`src/rtl/tsense_pkg.sv`:
```
package tsense_pkg;

    localparam int CODE_W = 8;
    localparam int CTRL_W = 8;

    // control register field positions
    localparam int RATE_LSB = 6;
    localparam int MODE_BIT = 5;
    localparam int GO_BIT   = 4;
    localparam int PDN_BIT  = 2;

    localparam logic [CTRL_W-1:0] CTRL_RESET = 8'hA0;

    // interval length in half-second ticks for each select value
    function automatic int unsigned interval_ticks(input logic [1:0] sel);
        case (sel)
            2'b00:   return 8;
            2'b01:   return 1;
            2'b10:   return 2;
            default: return 4;
        endcase
    endfunction

    typedef struct packed {
        logic [CTRL_W-1:0] ctrl;
        logic [CODE_W-1:0] code;
        logic              pend;
        logic              busy;
        logic              start;
    } seq_state_t;

endpackage

```
`src/rtl/tsense_interval_timer.sv`:
```
module tsense_interval_timer #(
    parameter int unsigned TICK_DIV = 50_000_000
) (
    input  logic       clk,
    input  logic       rst_n,
    input  logic       run,
    input  logic [1:0] sel,
    output logic       fire
);
    import tsense_pkg::*;

    localparam int PRE_W = (TICK_DIV > 2) ? $clog2(TICK_DIV) : 1;
    localparam int IVL_W = 4;

    typedef struct packed {
        logic [PRE_W-1:0] pre;
        logic [IVL_W-1:0] ivl;
    } tmr_t;

    tmr_t tmr_d, tmr_q;
    logic [IVL_W-1:0] last_ivl;

    always_comb begin
        tmr_d    = tmr_q;
        fire     = 1'b0;
        last_ivl = IVL_W'(interval_ticks(sel) - 1);
        if (!run) begin
            tmr_d = '0;
        end else if (tmr_q.pre == PRE_W'(TICK_DIV - 1)) begin
            tmr_d.pre = '0;
            if (tmr_q.ivl == last_ivl) begin
                tmr_d.ivl = '0;
                fire      = 1'b1;
            end else begin
                tmr_d.ivl = tmr_q.ivl + 1'b1;
            end
        end else begin
            tmr_d.pre = tmr_q.pre + 1'b1;
        end
    end

    always_ff @(posedge clk or negedge rst_n) begin
        if (!rst_n) tmr_q <= '0;
        else        tmr_q <= tmr_d;
    end

endmodule

```
`src/rtl/tsense_celsius.sv`:
```
module tsense_celsius #(
    parameter int OFFSET = 60
) (
    input  logic [7:0]        code,
    output logic signed [8:0] celsius
);
    localparam logic signed [8:0] OFS = 9'(OFFSET);

    assign celsius = $signed({1'b0, code}) - OFS;

endmodule

```
`src/rtl/tsense_seq.sv`:
```
module tsense_seq #(
    parameter int unsigned TICK_DIV = 50_000_000,
    parameter int          OFFSET   = 60
) (
    input  logic              clk,
    input  logic              rst_n,
    input  logic              cfg_we,
    input  logic [7:0]        cfg_wdata,
    output logic [7:0]        ctrl_rd,
    output logic              conv_start,
    input  logic              conv_done,
    input  logic [7:0]        conv_code,
    output logic              sensor_pdn,
    output logic [7:0]        temp_code,
    output logic signed [8:0] temp_celsius
);
    import tsense_pkg::*;

    seq_state_t st_d, st_q;

    logic [CTRL_W-1:0] ctrl_nx;
    logic              pdn_nx;
    logic              tmr_run;
    logic              tmr_fire;
    logic              go_edge;
    logic              issue;

    assign ctrl_nx = cfg_we ? cfg_wdata : st_q.ctrl;
    assign pdn_nx  = ctrl_nx[PDN_BIT];
    assign tmr_run = !cfg_we && !ctrl_nx[MODE_BIT] && !pdn_nx;

    tsense_interval_timer #(
        .TICK_DIV (TICK_DIV)
    ) u_timer (
        .clk   (clk),
        .rst_n (rst_n),
        .run   (tmr_run),
        .sel   (st_q.ctrl[RATE_LSB +: 2]),
        .fire  (tmr_fire)
    );

    always_comb begin
        st_d    = st_q;
        go_edge = cfg_we && cfg_wdata[GO_BIT] && !st_q.ctrl[GO_BIT]
                  && cfg_wdata[MODE_BIT] && !cfg_wdata[PDN_BIT];
        issue   = !st_q.busy && st_q.pend && !pdn_nx;

        st_d.ctrl  = ctrl_nx;
        st_d.start = issue;

        if (st_q.busy) begin
            if (pdn_nx) begin
                st_d.busy = 1'b0;
            end else if (conv_done) begin
                st_d.busy = 1'b0;
                st_d.code = conv_code;
            end
        end

        if (issue) begin
            st_d.busy = 1'b1;
            st_d.pend = 1'b0;
        end
        if (go_edge || tmr_fire) st_d.pend = 1'b1;
        if (pdn_nx)              st_d.pend = 1'b0;
    end

    always_ff @(posedge clk or negedge rst_n) begin
        if (!rst_n) begin
            st_q      <= '0;
            st_q.ctrl <= CTRL_RESET;
        end else begin
            st_q <= st_d;
        end
    end

    tsense_celsius #(
        .OFFSET (OFFSET)
    ) u_celsius (
        .code    (st_q.code),
        .celsius (temp_celsius)
    );

    assign ctrl_rd    = st_q.ctrl;
    assign conv_start = st_q.start;
    assign sensor_pdn = st_q.ctrl[PDN_BIT];
    assign temp_code  = st_q.code;

endmodule

```
`config.mk`:
```
export PLATFORM = sky130hd
export DESIGN_NAME = tsense_seq
export DESIGN_NICKNAME = d
export VERILOG_FILES = /design/src/rtl/tsense_pkg.sv /design/src/rtl/tsense_interval_timer.sv /design/src/rtl/tsense_celsius.sv /design/src/rtl/tsense_seq.sv
export SDC_FILE = /design/constraint.sdc
export NUM_CORES = 1
export LEC_CHECK = 0
export BUFFER_PORTS_ARGS = -buffer_cell sky130_fd_sc_hd__buf_2
export CAP_MARGIN = 40
export CORE_UTILIZATION = 50
export CTS_CLUSTER_DIAMETER = 100
export DETAILED_ROUTE_END_ITERATION = 6
export GPL_ROUTABILITY_DRIVEN = 0
export PLACE_DENSITY = 0.78
export SYNTH_ARGS = -nofsm -noshare
export SYNTH_HDL_FRONTEND = slang
export SYNTH_SLANG_ARGS = --single-unit
```
`constraint.sdc`:
```
create_clock -name clk -period 1.9 [get_ports clk]
set_input_delay 0.095 -clock clk [delete_from_list [all_inputs] [get_ports clk]]
set_output_delay 0.095 -clock clk [all_outputs]
set_load 0.01 [all_outputs]
```
## Word-level counts from Yosys, hierarchy flattened

Index checks and enable logic that the tools add are counted.

- Register bits: 49
- Input bits: 20
- Output and inout bits: 27
- Word-level logic and storage cells: 51

- Add/sub/neg operators: 4
- Equal/unequal tests: 5
- Muxes and demuxes: 15
- Bitwise operators: 1
- Reduce and logical (&&, ||, !) cells: 18

Operators with widths:

| operator | count |
|---|---|
| $mux W30 | 1 |
| $add A26 B1 Y26 const B | 1 |
| $eq A26 B26 Y1 const B | 1 |
| $mux W26 | 1 |
| $pmux W4 S3 | 1 |
| $sub A8 B6 Y9 const B | 1 |
| $logic_and A1 B1 Y1 | 8 |
| $mux W1 | 8 |
| $mux W4 | 2 |
| $logic_not A1 Y1 | 6 |
| $mux W6 | 1 |
| $add A4 B1 Y4 const B | 1 |
| $eq A4 B4 Y1 | 1 |
| $sub A4 B1 Y4 const B | 1 |
| $reduce_and A3 Y1 | 1 |
| $reduce_bool A3 Y1 | 1 |
| $eq A2 B1 Y1 const B | 1 |
| $eq A2 B2 Y1 const B | 1 |
| $logic_not A2 Y1 | 1 |
| $mux W2 | 1 |
| $ne A2 B2 Y1 const B | 1 |
| $logic_or A1 B1 Y1 | 1 |
| $not A1 Y1 | 1 |

## Logic depth before layout (Yosys ltp)

Gate-level depths: netlist of the first run.

- Depth in word-level cells: 10
- Depth in mapped cells: 8

## Modules after synthesis

A second synthesis of the first run with hierarchy kept.

- Cells, all modules: 259
- Area, all modules: 2693.8 µm²

Modules (own cells, without submodules):

| module | instances | cells each | area an instance (µm²) |
|---|---|---|---|
| tsense_interval_timer | 1 | 184 | 1730.4 |
| tsense_seq | 1 | 63 | 863.3 |
| tsense_celsius | 1 | 12 | 100.1 |

## Least setup slack after synthesis of the first run

OpenSTA, ideal clock, no wires.

- Path type: reg2reg
- Start: register st_q, in the netlist ctrl_rd[7]
- End: register st_q[2] in the netlist's numbering
- Arrival: 1762 ps
- Required time: 1823 ps
- Slack: 61 ps
- Stages on the path, launching flop included: 8
- Period minus slack after synthesis: 1839 ps
- Cells stage by stage: dfstp_2 inv_1 ha_1 or2_2 mux2i_1 nand2_1 or3_1 a21oi_1

- Word-level cells in the longest chain between the ends: 10

RTL lines:

| element | line | text |
|---|---|---|
| start, declared | tsense_seq.sv:19 | `seq_state_t st_d, st_q;` |
| start signal, assigned | tsense_seq.sv:73 | `st_q <= st_d;` |
| $eq A2 B2 Y1, or another cell as far along | tsense_pkg.sv:16 | `case (sel)` |
| $pmux W4 S3 * | tsense_pkg.sv:16 |  |
| $sub A4 B1 Y4 * | tsense_interval_timer.sv:26 | `last_ivl = IVL_W'(interval_ticks(sel) - 1);` |
| $eq A4 B4 Y1 * | tsense_interval_timer.sv:31 | `if (tmr_q.ivl == last_ivl) begin` |
| $mux W1 * | tsense_interval_timer.sv:31 |  |
| $mux W1 * | tsense_interval_timer.sv:29 | `end else if (tmr_q.pre == PRE_W'(TICK_DIV - 1)) begin` |
| $mux W1 * | tsense_interval_timer.sv:27 | `if (!run) begin` |
| $logic_or A1 B1 Y1 * | tsense_seq.sv:64 | `if (go_edge \|\| tmr_fire) st_d.pend = 1'b1;` |
| $mux W1 | tsense_seq.sv:64 |  |
| $mux W1 | tsense_seq.sv:65 | `if (pdn_nx) st_d.pend = 1'b0;` |

Every way passes the cells marked *; elsewhere a longest branch is shown, timed or not.
A chain may end at the register's enable or synchronous reset.

## Final worst setup path of the first run

Ends and elaborated chain as after synthesis.

==> results of run 1 <==
registers in the layout, indices dropped and copies added, names as in the netlist:
name / count
st_q: 2
ctrl_rd: 8
temp_code: 8
conv_start: 1
u_timer.tmr_q: 30
metrics by stage:
stage | setup WS [ns] | utilization [%] | hold WS [ns]
after floorplan | 0.0609 | - | -0.201
after global placement | 0.102 | 57.5 | 0.0109
after detailed placement | -0.0274 | 57.5 | 0.0121
after CTS | 0.00466 | 61.2 | 0.00474
after global routing | -0.0553 | 62.0 | 0.0117
final | 0.0167 | 62.0 | 0.0190
layout make-up:
class	count	area, um2	share of cell area [%]
Tap cell	67	83.8	2.81
Clock buffer	6	82.6	2.76
Timing Repair Buffer	56	323	10.8
Inverter	6	22.5	0.754
Clock inverter	2	37.5	1.26
Sequential cell	49	1230	41.1
Multi-Input combinational cell	164	1210	40.5
cell usage after synthesis (2+ instances only):
library cell,count
dfrtp_1,47
nor2_1,33
buf_4,20
xor2_1,20
nand2_1,16
nand3_1,14
mux2_2,13
xnor2_1,10
a21oi_1,8
nand4_1,7
o21ai_0,7
ha_1,6
inv_1,6
nor4_2,3
or3_1,3
and3_1,2
clkbuf_1,2
dfstp_2,2
nand3_2,2
nand4b_1,2
nor3b_1,2
critical path: cells and delay by family, from the launching register on:
kind	cells	cell delay [ns]
XOR/XNOR	1	0.17
AND/OR/NAND/NOR	2	0.44
flip-flops	1	0.55
adder cells (fa/ha/maj)	1	0.18
AO/OA/AOI/OAI	1	0.15
buffers and inverters	1	0.06
multiplexers	1	0.27
worst paths after layout:
path	to	slack, ns	depth (start not counted)
max in group asynchronous	ctrl_rd[7]	1.10	3
min in group asynchronous	ctrl_rd[2]	0.21	2
setup / recovery	st_q[2]	0.02	7
hold reg to reg	u_timer.tmr_q[4]	0.49	1
hold / removal	temp_code[2]	0.02	3
setup reg to reg	st_q[2]	0.02	7
routing by layer:
metal	vias up	GRT usage, %
met5	-	0
met4	0	8.97
met3	9	4.53
met2	48	31.8
met1	898	22.1
li1	885	-
power breakdown:
group,switching [W],internal [W]
Combinational,0.000205,0.000188
Sequential,0.0000532,0.00110
Clock,0.000336,0.000428
Total,0.000594,0.00172
cell families (layout without fill, tap and decap cells):
| kind of cell | count (synthesis) | after routing | share of synthesized area [%] |
|---|---|---|---|
| buffers and inverters | 29 | 70 | 7.27 |
| and+or+nand+nor | 97 | 97 | 21.5 |
| xor gates and xnor gates | 30 | 30 | 10.3 |
| DFF | 49 | 49 | 48.3 |
| muxes | 14 | 14 | 6.14 |
| adders and majority gates | 6 | 6 | 2.95 |
| AOI/OAI and AO/OA | 17 | 17 | 3.59 |
cell usage in the layout, fill, tap and decap left out, types with 3 or more instances in the layout:
| cell type | instances |
|---|---|
| dfrtp_1 | 47 |
| buf_2 | 46 |
| nor2_1 | 33 |
| xor2_1 | 20 |
| nand2_1 | 16 |
| mux2_2 | 13 |
| nand3_1 | 12 |
| xnor2_1 | 9 |
| nand4_1 | 7 |
| o21ai_0 | 7 |
| buf_4 | 7 |
| clkbuf_8 | 6 |
| inv_1 | 5 |
| ha_1 | 5 |
| nand3_2 | 4 |
| a21oi_1 | 4 |
| a21oi_2 | 4 |
| nor4_2 | 3 |
timing repair:
item / 4_1_cts / 5_1_grt
buffers inserted: 1 / 0
hold buffers: 2 / 0
resized for setup: 7 / 8
hold endpoints to repair: 14 / 0
endpoints found under the setup margin: 1 / 10
pin swaps: 3 / 5
==> impl_metrics.json, run 1 <==
{
  "outcome": "completed",
  "final_area_um2": 2990,
  "max_cap_viol_count": 0,
  "highest_layer": "met4",
  "start_util_pct": 52.9,
  "clockBufferDepth": 2,
  "cp_slowest_cell": "dfstp_2",
  "leakage_nw": 1.33,
  "ys_async_sr_fraction_pct": 100,
  "clk_pin_slew_ns": 0.09,
  "fillCellCount": 412,
  "synth-edff-count": 0,
  "io_buffers": 46,
  "postSynthCellCount": 242,
  "cts_inserted_buffers": 5,
  "drtIter0Drc": 70,
  "final_antenna_net_count": 0,
  "drive_gt1_share_pct": 35.3,
  "r2r_start": "ctrl_rd[7]",
  "worst-setup-path-type": "flop to flop",
  "synth_top_area_share_pct": 46.2,
  "io_pins": 47,
  "grt_use_total_pct": 18.6,
  "setup_tns_ns": 0,
  "drt_wl_total_um": 4640,
  "drc": 0,
  "drtPass1Iterations": 4,
  "root_buffer": "clkbuf_8",
  "clkLatencyLatePin_ns": 0.30,
  "place_area_um2": 2770,
  "stdcell_count": 350,
  "die_area_um2": 5380,
  "vias": 1840,
  "critPathCaptureType": "flop",
  "max_stage_delay_ns": 0.55,
  "synth_fp_nets": 268,
  "met3_length_um": 183,
  "worst_clock_skew_ns": 0.00716,
  "hold_viol_final": 0,
  "worstMarginPinSlew_ns": 0.495,
  "arrival_ns": 2.12,
  "fmax_ghz": 0.531,
  "drt-vias-per-instance": 5.26,
  "core_area_um2": 4820,
  "rsz0062_at_grt": "yes",
  "setup_viol": 0,
  "antenna_found_initial": 0,
  "cts_sinks": 49,
  "rows": 25,
  "post-route-period-util_pct": 99.1,
  "path_cells": "inv_2 > ha_4 > xnor2_4 > mux2i_2 > nand2_1 > or3_4 > a21oi_2",
  "cts.htree.levels": 2,
  "startpoint": "ctrl_rd[7]",
  "die_w_um": 73.4,
  "grt_pass1_vias": 1671,
  "yosys_warnings": 0,
  "ys_seq_area_share_pct": 48.3,
  "diodes": 0,
  "synth.distinct_cells": 38,
  "ys.flop_type": "dfrtp_1",
  "grt_max_degree": 25,
  "grt_overflow_total": 0,
  "synth_area_leaders": "dfrtp_1 (46%), xor2_1 (6.9%), buf_4 (5.9%), mux2_2 (5.7%), nor2_1 (4.9%)",
  "synth_area_um2": 2550,
  "fin_crit_ns": 1.88,
  "slew_headroom_pct": 66.7,
  "die_h_um": 73.4,
  "power_density_nw_per_um2": 774,
  "wl_met2_um": 2240,
  "hold_path.class": "primary input to flop",
  "hpwl_um": 3120,
  "slew_violations": 0,
  "peakVddDrop_mv": 0.334,
  "fin_nets": 308,
  "synth_area_per_cell_um2": 10.5,
  "grt_pass1_wl_um": 7530,
  "required_ns": 2.13,
  "numPlacedInstances": 340,
  "crit_path_start_kind": "flop",
  "finalPower_w": 0.00231,
  "synth_top_cell_by_area": "dfrtp_1",
  "wl_per_cell_um": 13.3,
  "cts_tree": "done",
  "cp_max_fo": 4,
  "hold_start": "conv_code[2]",
  "area_growth_pct": 17.3,
  "synth_seq_cells": 49,
  "m1WireLength_um": 2130
}
(Power assumes the default switching activity.)
==> run 2: changes to the inputs <==
--- a/config.mk
+++ b/config.mk
@@ -7,6 +7,7 @@
 export LEC_CHECK = 0
 export BUFFER_PORTS_ARGS = -buffer_cell sky130_fd_sc_hd__buf_2
 export CAP_MARGIN = 40
+export CORE_ASPECT_RATIO = 1.1
 export CORE_UTILIZATION = 50
 export CTS_CLUSTER_DIAMETER = 100
 export DETAILED_ROUTE_END_ITERATION = 6
==> impl_metrics.json, run 2 (synthesized netlist as in run 1, its figures left out) <==
{
  "outcome": "completed",
  "grt_use_total_pct": 18.2,
  "peakVddDrop_mv": 0.320,
  "setup_viol": 0,
  "place_ws_ns": 0.0623,
  "worst_clock_skew_ns": 0.00524,
  "fillCellCount": 405,
  "fin_nets": 309,
  "grt_overflow_total": 0,
  "max_cap_viol_count": 0,
  "clockBufferDepth": 2,
  "max_stage_delay_ns": 0.56,
  "critPathCaptureType": "flop",
  "place_area_um2": 2750,
  "clk_pin_slew_ns": 0.09,
  "grt_pass1_vias": 1753,
  "stdcell_count": 340,
  "p_clk_share_pct": 28.0,
  "die_area_um2": 5380,
  "clkLatencyLatePin_ns": 0.30,
  "area_growth_pct": 14.9,
  "hold_path.class": "primary input to flop",
  "final_area_um2": 2930,
  "pwr-share-comb_pct": 18.0,
  "swShare_pct": 27.9,
  "worstMarginPinSlew_ns": 0.659,
  "io_pins": 47,
  "drtIter0Drc": 52,
  "final_common_cell": "dfrtp_1",
  "regMostFlops": "u_timer.tmr_q",
  "cts.htree.levels": 2,
  "core_area_um2": 4780,
  "root_buffer": "clkbuf_8",
  "worst-setup-path-type": "flop to flop",
  "leakage_nw": 1.32,
  "final_cell_mix": "dfrtp_1 (47), buf_2 (46), nor2_1 (33), xor2_1 (20), nand2_1 (16)",
  "vias": 1797,
  "cp_max_fo": 4,
  "slew_headroom_pct": 56.1,
  "arrival_ns": 2.06,
  "cts_sinks": 49,
  "multi_input_area_um2": 1200,
  "hpwl_um": 3220,
  "register_area_um2": 1230,
  "required_ns": 2.14,
  "hold_viol_final": 0,
  "drc": 0,
  "die_w_um": 70.0,
  "cp_slowest_cell": "dfstp_2",
  "drt-vias-per-instance": 5.29,
  "wl_per_cell_um": 13.0,
  "die_h_um": 76.8,
  "slew_violations": 0,
  "diodes": 0,
  "start_util_pct": 53.2,
  "p_sw_w": 0.000595,
  "drive_gt1_share_pct": 34.9,
  "post-route-period-util_pct": 96.1,
  "finalPower_w": 0.00214,
  "power_density_nw_per_um2": 730,
  "drt_wl_total_um": 4410,
  "numPlacedInstances": 330,
  "p_seq_share_pct": 54.0,
  "io_buffers": 46,
  "finalWorstSetupSlack_ns": 0.0748,
  "fin_crit_ns": 1.83,
  "drtPass1Iterations": 4,
  "grt_pass1_wl_um": 7800,
  "rows": 26,
  "antenna_found_initial": 0,
  "grt_max_degree": 32,
  "largest_reg_flops": 30,
  "p_int_w": 0.00154,
  "fmax_ghz": 0.548,
  "post-cts-setup-buffers": 0,
  "cts_tree": "done",
  "final_antenna_net_count": 0,
  "cts_inserted_buffers": 5,
  "path_cells": "inv_4 > ha_4 > xnor2_2 > mux2i_2 > nand2_1 > or3_4 > a21oi_2",
  "crit_path_start_kind": "flop"
}
run 2: stage by stage:
step / utilization [%] / hold slack (ns) / setup TNS (ns)
floorplan: - / -0.201 / 0
finish: 61.2 / 0.0164 / 0
detailed placement: 57.5 / 0.167 / 0
CTS: 59.8 / 0.00685 / 0
global route: 61.2 / 0.00811 / -0.00509
global placement: 57.5 / 0.162 / 0
run 2: per-layer routing:
metal	share of wire (%)	vias up	track usage, %
met1	45	850	22.4
met5	0	-	0
met2	48	59	30.0
met3	5.8	6	5.39
met4	1.7	0	7.00
li1	-	882	-
run 2: repair_timing:
action | CTS | global route
hold buffers | 2 | 0
endpoints found under the setup margin | 0 | 20
hold endpoints to repair | 28 | 0
resized for setup | 0 | 15
run 2: worst max-delay path: cells and delay by family (launching register included):
kind	cells	cell delay [ns]
compound gates	1	0.11
fa+ha+maj	1	0.16
mux	1	0.25
flops	1	0.56
buf+inv	1	0.05
xor+xnor	1	0.18
simple gates	2	0.44
run 2: layout make-up:
type	instances	share of cell area (%)
sequential	49	42.0
multi-input combinational	164	40.9
timing repair buffer	57	10.9
tap	56	2.40
clock buffer	5	2.35
inverter	6	0.855
clock inverter	3	0.599
run 2: worst paths after layout:
path / from / depth (start not counted) / endpoint / slack [ns]
setup / recovery: ctrl_rd[7] / 7 / st_q[2] / 0.07
min in group asynchronous: rst_n / 2 / ctrl_rd[3] / 0.35
hold / removal: conv_code[2] / 3 / temp_code[2] / 0.02
hold reg to reg: st_q[1] / 1 / conv_start / 0.48
max in group asynchronous: rst_n / 3 / u_timer.tmr_q[13] / 0.95
setup reg to reg: ctrl_rd[7] / 7 / st_q[2] / 0.07
run 2: power by group through the flow:
stage	clock network (W)	registers (W)	logic, W
after global routing	0.000667	0.00117	0.000426
final	0.000598	0.00115	0.000384
after global placement	0	0.00117	0.000362
after CTS	0.000622	0.00115	0.000375
after floorplan	0	0.00117	0.000283
after detailed placement	0	0.00117	0.000370
==> run 3: changes to the inputs <==
--- a/config.mk
+++ b/config.mk
@@ -7,12 +7,12 @@
 export LEC_CHECK = 0
 export BUFFER_PORTS_ARGS = -buffer_cell sky130_fd_sc_hd__buf_2
 export CAP_MARGIN = 40
-export CORE_ASPECT_RATIO = 1.1
-export CORE_UTILIZATION = 50
+export CORE_ASPECT_RATIO = 0.9
+export CORE_UTILIZATION = 54
 export CTS_CLUSTER_DIAMETER = 100
 export DETAILED_ROUTE_END_ITERATION = 6
 export GPL_ROUTABILITY_DRIVEN = 0
-export PLACE_DENSITY = 0.78
+export PLACE_DENSITY = 0.8
 export SYNTH_ARGS = -nofsm -noshare
 export SYNTH_HDL_FRONTEND = slang
 export SYNTH_SLANG_ARGS = --single-unit
==> constraint.sdc (replaced) <==
create_clock -name clk -period 2.3 [get_ports clk]
set_input_delay 0.115 -clock clk [delete_from_list [all_inputs] [get_ports clk]]
set_output_delay 0.115 -clock clk [all_outputs]
set_load 0.01 [all_outputs]
==> impl_metrics.json, run 3 (synthesized netlist as in run 1, its figures left out) <==
{
  "grt_max_degree": 50,
  "path_cells": "inv_1 > ha_1 > or2_2 > mux2i_1 > nand2_1 > or3_1 > a21oi_1",
  "rsz0062_at_grt": "no",
  "grt_use_total_pct": 18.5,
  "clockBufferDepth": 2,
  "final_common_cell": "dfrtp_1",
  "area_growth_pct": 12.4,
  "arrival_ns": 2.29,
  "cp_max_fo": 5,
  "worstMarginPinSlew_ns": 0.598,
  "min_path_cells": 3,
  "max_cap_viol_count": 0,
  "post-route-period-util_pct": 90.0,
  "r2r_start": "ctrl_rd[7]",
  "crit_path_start_kind": "flop",
  "place_area_um2": 2710,
  "die_h_um": 67.1,
  "hold_start": "conv_code[2]",
  "start_util_pct": 56.7,
  "cts_tree": "done",
  "clk_pin_slew_ns": 0.10,
  "grt_overflow_total": 0,
  "drtPass1Iterations": 4,
  "antenna_found_initial": 0,
  "fmax_ghz": 0.483,
  "holdPathEnd": "temp_code[2]",
  "fin_nets": 302,
  "drive_gt1_share_pct": 30.3,
  "outcome": "completed",
  "post-cts-setup-buffers": 0,
  "final_cell_mix": "dfrtp_1 (47), buf_2 (46), nor2_1 (33), xor2_1 (20), nand2_1 (16)",
  "hpwl_um": 2940,
  "cts.htree.levels": 2,
  "max_stage_delay_ns": 0.55,
  "worst-setup-path-type": "flop to flop",
  "leakage_nw": 1.30,
  "io_pins": 47,
  "grt_pass1_vias": 1625,
  "io_buffers": 46,
  "die_area_um2": 4990,
  "wl_per_cell_um": 12.8,
  "largest_reg_flops": 30,
  "setup_viol": 0,
  "peakVddDrop_mv": 0.457,
  "die_w_um": 74.4,
  "drc": 0,
  "slew_headroom_pct": 60.1,
  "clkLatencyLatePin_ns": 0.30,
  "vias": 1788,
  "hold_ws_ns": 0.0270,
  "r2r_setup_slack_ns": 0.23,
  "diodes": 0,
  "root_buffer": "clkbuf_8",
  "hold_path.class": "primary input to flop",
  "regMostFlops": "u_timer.tmr_q",
  "stdcell_count": 339,
  "numPlacedInstances": 330,
  "crit_buf_inv": 1,
  "final_antenna_net_count": 0,
  "fin_crit_ns": 2.07,
  "worst_clock_skew_ns": 0.00903,
  "drtIter0Drc": 67,
  "r2r_end": "st_q[2]",
  "drt-vias-per-instance": 5.27,
  "hold_viol_final": 0,
  "required_ns": 2.52,
  "utilization_pct": 63.7,
  "slew_violations": 0,
  "critPathCaptureType": "flop",
  "cts_sinks": 49,
  "power_density_nw_per_um2": 693,
  "critical_path.top_delay_family": "simple AND/OR/NAND/NOR gates",
  "cp_slowest_cell": "dfstp_2",
  "grt_pass1_wl_um": 7050,
  "final_area_um2": 2860,
  "core_area_um2": 4490,
  "setup_tns_ns": 0,
  "reg2reg_depth": 7,
  "rows": 23,
  "cts_inserted_buffers": 5,
  "drt_wl_total_um": 4330
}
## run 3: changes by cell type in the layout (fill, tap and decap cells not counted), moves of 2 or more
cell	before	now
bufinv_16	0	2
buf_4	9	3
ha_1	3	6
clkinv_2	2	0
ha_4	2	0
## run 3: worst register-to-register path, cell delays in order, from the launching register on
cell and delay [ns]:
dfstp_2 0.55, inv_1 0.08, ha_1 0.19, or2_2 0.27, mux2i_1 0.22, nand2_1 0.17, or3_1 0.34, a21oi_1 0.18
## run 3: how the worst max path moves through the flow
| stage | from | to | slack, ns | depth (start not counted) |
|---|---|---|---|---|
| 3_5_place_dp | ctrl_rd[7] | st_q[2] | 0.31 | 7 |
| 3_3_place_gp | ctrl_rd[7] | st_q[2] | 0.39 | 7 |
| 2_1_floorplan | ctrl_rd[7] | st_q[2] | 0.46 | 7 |
| 6_report | ctrl_rd[7] | st_q[2] | 0.23 | 7 |
| 4_1_cts | ctrl_rd[7] | st_q[2] | 0.24 | 7 |
| 5_1_grt | ctrl_rd[7] | st_q[2] | 0.11 | 7 |
## run 3: through the flow
step	setup WS, ns	power, W
floorplan	0.461	0.00120
global placement	0.395	0.00126
detailed placement	0.312	0.00127
CTS	0.243	0.00201
global route	0.108	0.00208
finish	0.229	0.00198
## run 3: cell type report
class	instances	area, um2
sequential	49	1230
tap	62	77.6
fill	362	1630
multi-input combinational	164	1130
timing repair buffer	50	263
clock inverter	3	68.8
inverter	6	22.5
clock buffer	5	68.8
## run 3: what timing repair did
action | 4_1_cts | 5_1_grt
gates resized for setup | 0 | 0
hold endpoints to repair | 47 | 0
hold buffers | 1 | 0
endpoints found under the setup margin | 0 | 0
## run 3: routing by layer
layer | track usage (%) | wire (um) | up-vias
li1 | - | - | 877
met5 | 0 | 0 | -
met3 | 4.63 | 247 | 7
met1 | 23.2 | 2100 | 846
met4 | 6.13 | 48 | 0
met2 | 31.3 | 1930 | 58
## run 3: power breakdown
part	internal, W	switching, W
Clock	0.000438	0.000297
Combinational	0.000139	0.000156
Sequential	0.000909	0.0000444
Total	0.00149	0.000497
